===== src/rtl/adc_seq_pkg.sv =====
package adc_seq_pkg;
    typedef enum logic [2:0] {
        S_IDLE   = 3'd0,
        S_PULSE  = 3'd1,
        S_WAIT   = 3'd2,
        S_ENABLE = 3'd3,
        S_LATCH  = 3'd4
    } seq_state_t;
endpackage


===== src/rtl/adc_eoc_sync.sv =====
module adc_eoc_sync #(
    parameter int STAGES = 2
) (
    input  logic clk,
    input  logic rst_n,
    input  logic async_i,
    output logic sync_o
);
    logic [STAGES-1:0] chain_q;

    generate
        if (STAGES == 1) begin : g_single
            always_ff @(posedge clk or negedge rst_n) begin
                if (!rst_n) chain_q <= '0;
                else        chain_q <= async_i;
            end
        end else begin : g_multi
            always_ff @(posedge clk or negedge rst_n) begin
                if (!rst_n) chain_q <= '0;
                else        chain_q <= {chain_q[STAGES-2:0], async_i};
            end
        end
    endgenerate

    assign sync_o = chain_q[STAGES-1];
endmodule


===== src/rtl/adc_since_start.sv =====
module adc_since_start #(
    parameter int CNT_W = 8
) (
    input  logic             clk,
    input  logic             rst_n,
    input  logic             clear_i,
    output logic [CNT_W-1:0] count_o
);
    // Saturating elapsed-cycle counter; resets saturated so the first launch is immediate.
    always_ff @(posedge clk or negedge rst_n) begin
        if (!rst_n)                 count_o <= '1;
        else if (clear_i)           count_o <= '0;
        else if (count_o != '1)     count_o <= count_o + 1'b1;
    end
endmodule


===== src/rtl/adc_code_norm.sv =====
module adc_code_norm #(
    parameter int DATA_W = 12,
    parameter int OUT_W  = 16
) (
    input  logic              [DATA_W-1:0] raw_i,
    input  logic                           coding_i,
    input  logic                           bipolar_i,
    output logic              [DATA_W-1:0] straight_o,
    output logic              [OUT_W-1:0]  signed_o
);
    localparam int EXT_W = OUT_W - DATA_W;

    logic [DATA_W-1:0] twos;

    always_comb begin
        straight_o = coding_i ? raw_i : ~raw_i;
        twos       = straight_o;
        twos[DATA_W-1] = ~straight_o[DATA_W-1];
        if (bipolar_i) signed_o = {{EXT_W{twos[DATA_W-1]}}, twos};
        else           signed_o = {{EXT_W{1'b0}}, straight_o};
    end
endmodule


===== src/rtl/adc_seq_ctrl.sv =====
module adc_seq_ctrl
    import adc_seq_pkg::*;
#(
    parameter int DATA_W      = 12,
    parameter int OUT_W       = 16,
    parameter int PULSE_CYC   = 15,
    parameter int RATE_CYC    = 100,
    parameter int TIMEOUT_CYC = 100,
    parameter int SYNC_STAGES = 2
) (
    input  logic              clk,
    input  logic              rst_n,
    input  logic              run_i,
    input  logic              bipolar_i,
    input  logic              coding_req_i,
    input  logic              restart_i,
    input  logic              eoc_i,
    input  logic [DATA_W-1:0] adc_data_i,
    output logic              start_o,
    output logic              oe_n_o,
    output logic              coding_o,
    output logic [DATA_W-1:0] sample_o,
    output logic [OUT_W-1:0]  signed_o,
    output logic              sample_valid_o,
    output logic              timeout_err_o
);
    localparam int LIM_A     = (RATE_CYC > TIMEOUT_CYC) ? RATE_CYC : TIMEOUT_CYC;
    localparam int LIMIT_MAX = (LIM_A > PULSE_CYC) ? LIM_A : PULSE_CYC;
    localparam int CNT_W     = $clog2(LIMIT_MAX + 1);

    seq_state_t        state_q, state_d;
    logic              start_evt, timeout_evt;
    logic [CNT_W-1:0]  cnt;
    logic              eoc_s, seen_high_q, eoc_fell;
    logic              pulse_done, rate_due, timed_out;
    logic [DATA_W-1:0] norm_straight;
    logic [OUT_W-1:0]  norm_signed;

    adc_eoc_sync #(.STAGES(SYNC_STAGES)) u_sync (
        .clk(clk), .rst_n(rst_n), .async_i(eoc_i), .sync_o(eoc_s)
    );

    adc_since_start #(.CNT_W(CNT_W)) u_elapsed (
        .clk(clk), .rst_n(rst_n), .clear_i(start_evt), .count_o(cnt)
    );

    adc_code_norm #(.DATA_W(DATA_W), .OUT_W(OUT_W)) u_norm (
        .raw_i(adc_data_i), .coding_i(coding_o), .bipolar_i(bipolar_i),
        .straight_o(norm_straight), .signed_o(norm_signed)
    );

    assign pulse_done = (cnt >= CNT_W'(PULSE_CYC - 1));
    assign rate_due   = (cnt >= CNT_W'(RATE_CYC - 1));
    assign timed_out  = (cnt >= CNT_W'(TIMEOUT_CYC - 1));
    assign eoc_fell   = seen_high_q && !eoc_s;

    // Next-state logic with named transitions.
    always_comb begin
        state_d     = state_q;
        start_evt   = 1'b0;
        timeout_evt = 1'b0;
        unique case (state_q)
            S_IDLE: if (run_i && rate_due) begin            // launch
                state_d   = S_PULSE;
                start_evt = 1'b1;
            end
            S_PULSE: if (pulse_done) state_d = S_WAIT;      // pulse_end
            S_WAIT: begin
                if (restart_i) begin                        // restart
                    state_d   = S_PULSE;
                    start_evt = 1'b1;
                end else if (eoc_fell) begin                // eoc_done
                    state_d = S_ENABLE;
                end else if (timed_out) begin               // timeout
                    state_d     = S_IDLE;
                    timeout_evt = 1'b1;
                end
            end
            S_ENABLE: state_d = S_LATCH;                    // bus_on
            S_LATCH:  state_d = S_IDLE;                     // capture
            default:  state_d = S_IDLE;
        endcase
    end

    // State register.
    always_ff @(posedge clk or negedge rst_n) begin
        if (!rst_n) state_q <= S_IDLE;
        else        state_q <= state_d;
    end

    // Output and datapath registers.
    always_ff @(posedge clk or negedge rst_n) begin
        if (!rst_n) begin
            seen_high_q    <= 1'b0;
            coding_o       <= 1'b1;
            sample_o       <= '0;
            signed_o       <= '0;
            sample_valid_o <= 1'b0;
            timeout_err_o  <= 1'b0;
        end else begin
            seen_high_q    <= start_evt ? 1'b0 : (seen_high_q | eoc_s);
            sample_valid_o <= (state_q == S_LATCH);
            if (state_q == S_IDLE) coding_o <= coding_req_i;
            if (state_q == S_LATCH) begin
                sample_o <= norm_straight;
                signed_o <= norm_signed;
            end
            if (timeout_evt) timeout_err_o <= 1'b1;
        end
    end

    always_comb begin
        start_o = (state_q == S_PULSE);
        oe_n_o  = !((state_q == S_ENABLE) || (state_q == S_LATCH));
    end

    p_pulse_width_r2: assert property (@(posedge clk) disable iff (!rst_n)
        $fell(start_o) |-> ($past(cnt) == CNT_W'(PULSE_CYC - 1)));
    p_no_start_r2: assert property (@(posedge clk) disable iff (!rst_n)
        (!run_i && state_q == S_IDLE) |=> !start_o);
    p_oe_after_fall_r3: assert property (@(posedge clk) disable iff (!rst_n)
        $fell(oe_n_o) |-> $past(seen_high_q && !eoc_s));
    p_valid_single_r4: assert property (@(posedge clk) disable iff (!rst_n)
        sample_valid_o |=> !sample_valid_o);
    p_valid_after_oe_r4: assert property (@(posedge clk) disable iff (!rst_n)
        $rose(sample_valid_o) |-> $past(!oe_n_o));
    p_coding_hold_r6: assert property (@(posedge clk) disable iff (!rst_n)
        ($past(state_q) != S_IDLE) |-> $stable(coding_o));
    p_restart_r7: assert property (@(posedge clk) disable iff (!rst_n)
        (state_q == S_WAIT && restart_i) |=> (start_o && !sample_valid_o));
    p_err_sticky_r8: assert property (@(posedge clk) disable iff (!rst_n)
        timeout_err_o |=> timeout_err_o);
endmodule


===== config.mk =====
export PLATFORM = sky130hd
export DESIGN_NAME = adc_seq_ctrl
export DESIGN_NICKNAME = d
export VERILOG_FILES = /design/src/rtl/adc_seq_pkg.sv /design/src/rtl/adc_eoc_sync.sv /design/src/rtl/adc_since_start.sv /design/src/rtl/adc_code_norm.sv /design/src/rtl/adc_seq_ctrl.sv
export SDC_FILE = /design/constraint.sdc
export NUM_CORES = 1
export LEC_CHECK = 0
export ABC_AREA = 1
export CAP_MARGIN = 25
export CORE_ASPECT_RATIO = 1.1
export CORE_MARGIN = 10
export CORE_UTILIZATION = 41
export CTS_CLUSTER_DIAMETER = 40
export DETAILED_ROUTE_END_ITERATION = 7
export PLACE_DENSITY_LB_ADDON = 0.2
export SYNTH_ARGS = -nofsm -noshare
export SYNTH_HDL_FRONTEND = slang
export SYNTH_SLANG_ARGS = --single-unit

===== constraint.sdc =====
create_clock -name clk -period 1.4 [get_ports clk]
set_input_delay 0.28 -clock clk [delete_from_list [all_inputs] [get_ports clk]]
set_output_delay 0.28 -clock clk [all_outputs]
set_load 0.02 [all_outputs]

# [Yosys cells after proc, flatten, opt, wreduce, memory -nomap -nowiden]
# Cells that the tools add are included.
[word_totals] regBits=44 in_bits=19 output_inout_bits=33 word_cells=49
[op_classes] add_sub_neg=1 order_cmp=2 n_eq_ne=8 mux=18 bitwise=3 reduce_logical=8
[ops] operator="2-to-1 mux 16 bit" n=1
[ops] operator="2-to-1 mux 3 bit" n=5
[ops] operator="2-to-1 mux 7 bit" n=2
[ops] operator="2-to-1 mux 12 bit" n=1
[ops] operator="NOT 12 bit" n=1
[ops] operator="one-hot mux 3 bit (4 select lines)" n=1
[ops] operator="adder 7 x 1 -> 7 bit (second input constant)" n=1
[ops] operator=">= comparator 7 x 4 -> 1 bit (second input constant)" n=1
[ops] operator=">= comparator 7 bit (second input constant)" n=1
[ops] operator="2-to-1 mux 1 bit" n=7
[ops] operator="!= test 7 bit (second input constant)" n=1
[ops] operator="== test 3 x 2 -> 1 bit (second input constant)" n=2
[ops] operator="!= test 4 bit (second input constant)" n=1
[ops] operator="== test 3 x 1 -> 1 bit (second input constant)" n=1
[ops] operator="== test 3 bit (second input constant)" n=1
[ops] operator="zero test 3 bit" n=1
[ops] operator="AND reduction 3 bit" n=1
[ops] operator="logical AND 1 bit" n=2
[ops] operator="zero test 1 bit" n=2
[ops] operator="!= test 2 x 1 -> 1 bit (second input constant)" n=1
[ops] operator="!= test 2 bit (second input constant)" n=1
[ops] operator="one-hot mux 1 bit (2 select lines)" n=1
[ops] operator="nonzero test 2 bit" n=1
[ops] operator="logical OR 1 bit" n=1
[ops] operator="2 further kinds" n=2

# [Longest topological paths before layout]
[logic_depth] ltp_word=5 depth_mapped=7 depth_no_buf=7

# [Cells and area by module]
# From an unflattened synthesis, not the netlist that was laid out.
[hier_totals] cells_unflattened=291 area_unflattened_um2=2200.9
[by_module_without_submodules] module="adc_seq_ctrl" instances=1 cells_each=172 area_each_um2=1436.4 seq_area_each_um2=877.1
[by_module_without_submodules] module="adc_since_start" instances=1 cells_each=47 area_each_um2=379.1 seq_area_each_um2=183.9
[by_module_without_submodules] module="adc_code_norm" instances=1 cells_each=70 area_each_um2=335.3 seq_area_each_um2=0.0
[by_module_without_submodules] module="adc_eoc_sync" instances=1 cells_each=2 area_each_um2=50.0 seq_area_each_um2=50.0

# [Worst setup path before layout]
# Ideal clock, no wire load.
[synth_path] kind="register to register" startpoint="register coding_o" endpoint="register signed_o[11]" setup_ns=0.074 arrival_ns=1.331 required_time_ns=1.326 setup_slack_ns=-0.005 stages_incl_launch_ff=5 path_buffers=1 period_less_slack_ns=1.405 cell_sequence="dfstp_2 buf_2 xor2_1 ha_1 o21ai_2"
[synth_between] elab_chain_cells=3
[synth_lines] element="from (decl)" line="adc_seq_ctrl.sv:21" rtl="output logic coding_o,"
[synth_lines] element="from (signal assigned)" line="adc_seq_ctrl.sv:103" rtl="if (state_q == S_IDLE) coding_o <= coding_req_i;"
[synth_lines] element="2-to-1 mux 12 bit (*)" line="adc_code_norm.sv:16" rtl="straight_o = coding_i ? raw_i : ~raw_i;"
[synth_lines] element="NOT 1 bit" line="adc_code_norm.sv:18" rtl="twos[DATA_W-1] = ~straight_o[DATA_W-1];"
[synth_lines] element="2-to-1 mux 16 bit (*)" line="adc_code_norm.sv:19" rtl="if (bipolar_i) signed_o = {{EXT_W{twos[DATA_W-1]}}, twos};"
[synth_lines] element="to (signal assigned)" line="adc_seq_ctrl.sv:106" rtl="signed_o <= norm_signed;"
[synth_lines] element="to (decl)" line="adc_seq_ctrl.sv:23" rtl="output logic [OUT_W-1:0] signed_o,"
# Mark *: on every way between the ends. The rest lies on a longest branch, timed or not.
# A chain may end at the register's enable or synchronous reset.

# [Final worst setup path]
[layout_path] startpoint="register state_q[2]" endpoint="output port start_o"
[layout_between] elab_chain_cells=1
[layout_lines] element="from (decl)" line="adc_seq_ctrl.sv:31" rtl="seq_state_t state_q, state_d;"
[layout_lines] element="from (signal assigned)" line="adc_seq_ctrl.sv:88" rtl="else state_q <= state_d;"
[layout_lines] element="== test 3 x 1 -> 1 bit" line="adc_seq_ctrl.sv:113" rtl="start_o = (state_q == S_PULSE);"
[layout_lines] element="to (decl)" line="adc_seq_ctrl.sv:19" rtl="output logic start_o,"
# No other way between the ends.

==> flow_summary.yaml <==
drt:
  antenna_left: 0
  via_per_inst: 4.76
  drc: 0
  drt_iter0_markers: 53
  wl_per_cell_um: 14.2
  vias: 1315
  first_pass_iters: 4
  wl_um: 3910
power_and_ir_drop:
  pwr-share-seq: 0.296
  vdd_drop_max_v: 0.00105
  p_sw_w: 0.00245
  comb_power_share: 0.552
  switching_share: 0.436
  powerDensity_nw_per_um2: 2370
  p_leak_nw: 1.11
  p_int_w: 0.00316
  clockPowerShare: 0.152
global_route:
  grt_use_total: 0.118
  grt_pass1_vias: 1325
  grt_max_degree: 31
  grt_overflow: 0
  grt_pass1_wl_um: 6460
  antenna_found_initial: 0
timing:
  slew_violations: 0
  setup_viol_count_final: 2
  fin_crit_sh: 1.01
  setup_ws_ps: -10.5
  worst_pin_slew_ps: 331
  timing.fmax_mhz: 709
  rsz0062_at_grt: "true"
  slew_headroom: 0.779
  layout_min_cycle_time_ps: 1410
  skew_ps: 8.13
  hold_violations: 0
min_path:
  min_path_cells: 0
  hp-start: "u_sync.chain_q[0]"
  hp-class: "flop to flop"
  whs_endpoint: "u_sync.chain_q[1]"
clock_tree:
  cts_root_buf: "clkbuf_8"
  clkTransAtPathRegs_ps: 70
  cts_sinks: 30
  cts_made_buffers: 5
  clock_latency_ps: 280
  clk_path_buf_depth: 2
  ctsHtreeMaxLevel: 2
  cts_tree: "built"
  cts_hold_buf: 0
worst_setup_path:
  r2r_end: "seen_high_q"
  worst_r2r_path_depth: 6
  crit_arrival_ps: 1130
  crit_type: "flop to primary output"
  crit_required_ps: 1120
  ff2ff_setup_slack_ps: 60
  end_kind: "primary output"
  reg2reg_from: "u_elapsed.count_o[0]"
  critPathMaxFanout: 4
  cp-start-kind: "flop"
logic_synthesis:
  syn-instance-count: 169
  ys_ff_latch: 30
  syn_area_um2: 1620
  synthArstFlopShare: 1.00
  syn_nets: 191
  synth.avg_cell_area_um2: 9.56
  ys.flop_type: "dfrtp_1"
  synth_edf_count: 0
  synth_cell_types: 29
  ys_seq_area_frac: 0.471
  yosysWarnings: 0
flow_run:
  drv_cap: 0
placement:
  dp_hpwl_um: 2840
  io_buffer_count: 51
  place_congestion: 0.798
  dp.cells: 266
  pre_cts_ws_ps: -182
die:
  die-area_um2: 6850
  die_w_um: 79.8
  start_util: 0.435
  ioPinCount: 52
  coreArea_um2: 3710
  die_h_um: 85.8
  rows: 23
cells_and_area:
  fin_cells: 276
  mostFrequentLayoutCells: "nand2_1 (31), dlygate4sd2_1 (30), dfrtp_1 (20), clkdlybuf4s50_1 (18), nor2_1 (17)"
  fin_nets: 247
  seq_area_um2: 763
  multiInputGateArea_um2: 769
  final_common_cell: "nand2_1"
  nFillCells: 315
  area_delta_synth_final_pct: 46.4
  antenna_cells: 0
  drive_gt1_frac: 0.332
run_status:
  outcome: "complete, but fails checks"
  violations: "setup timing"
==> sequential cells by signal, summed over array words and instances, names as in the netlist <==
signal             flops
signed_o               2
coding_o               1
u_elapsed.count_o      7
seen_high_q            1
sample_valid_o         1
timeout_err_o          1
state_q                3
u_sync.chain_q         2
sample_o              12
==> power groups by stage <==
stage / Clock [W] / Combinational, W / Sequential, W
after global routing: 0.000925 / 0.00339 / 0.00173
final: 0.000855 / 0.00310 / 0.00166
after detailed placement: 0 / 0.00317 / 0.00165
after CTS: 0.000873 / 0.00291 / 0.00165
after global placement: 0 / 0.00310 / 0.00163
after floorplan: 0 / 0.00175 / 0.00192
==> final cells by class <==
class,count,area share
repair buffers,67,0.260
flip-flops and latches,30,0.323
clock buffers,5,0.0291
well taps,50,0.0265
multi-input cells,110,0.325
inverters,11,0.0196
clock inverters,3,0.0169
==> synthesized netlist by cell type, types with 3 or more instances <==
cell     instances  area share
ha_1             3       0.023
inv_2            3      0.0070
xor2_1          12       0.065
o21ai_2         13       0.070
dfstp_2          8        0.13
buf_4           15       0.070
o21ai_0          3      0.0093
nand2_1         32       0.074
inv_1            7       0.016
dfrtp_1         22        0.34
nand3_1          9       0.028
nor2_1          18       0.042
==> metrics by stage <==
| step | hold WS (ps) | instance area (um^2) | util | total power (W) | TNS [ps] |
|---|---|---|---|---|---|
| floorplan | -15.6 | 1620 | - | 0.00367 | 0 |
| global placement | 336 | 2170 | 0.585 | 0.00473 | -350 |
| detailed placement | 335 | 2170 | 0.585 | 0.00482 | -383 |
| CTS | 350 | 2260 | 0.608 | 0.00543 | -73.0 |
| global route | 364 | 2360 | 0.637 | 0.00604 | -209 |
| finish | 350 | 2360 | 0.637 | 0.00561 | -16.2 |
==> metal layers <==
layer | wire length, um | vias to the layer above | GRT usage
met4 | 73 | 0 | 0.0401
met5 | 0 | - | 0
met1 | 1480 | 625 | 0.120
met2 | 2060 | 42 | 0.203
met3 | 295 | 7 | 0.0595
li1 | - | 641 | -
==> kinds of logic after synthesis <==
family                     synth area share
AOI/OAI and AO/OA                     0.103
xor gates and xnor gates             0.0759
DFF                                   0.471
muxes                               0.00697
adders and majority gates            0.0232
and+or+nand+nor                       0.206
buffers and inverters                 0.114
==> critical path, cell delays in order, from the launching register on <==
cell     delay, ps
dfrtp_2        430
buf_4          150
nor3_4         130
buf_6          140
==> worst max-delay path by stage <==
stage | start | endpoint | slack, ps | cells after the start
2_1_floorplan | u_elapsed.count_o[1] | u_elapsed.count_o[0] | 3 | 7
3_3_place_gp | state_q[1] | start_o | -170 | 2
3_5_place_dp | state_q[1] | oe_n_o | -180 | 4
4_1_cts | state_q[0] | start_o | -50 | 3
5_1_grt | state_q[0] | oe_n_o | -100 | 3
6_report | state_q[2] | start_o | -10 | 3
==> what timing repair did <==
action / in CTS / in global routing
gates resized for setup: 48 / 23
setup endpoints to repair: 37 / 12
pin swaps: 1 / 11
buffers inserted: 0 / 2
endpoints found under the hold margin: 0 / 0
Note: power is estimated with default switching activity, not from simulation.
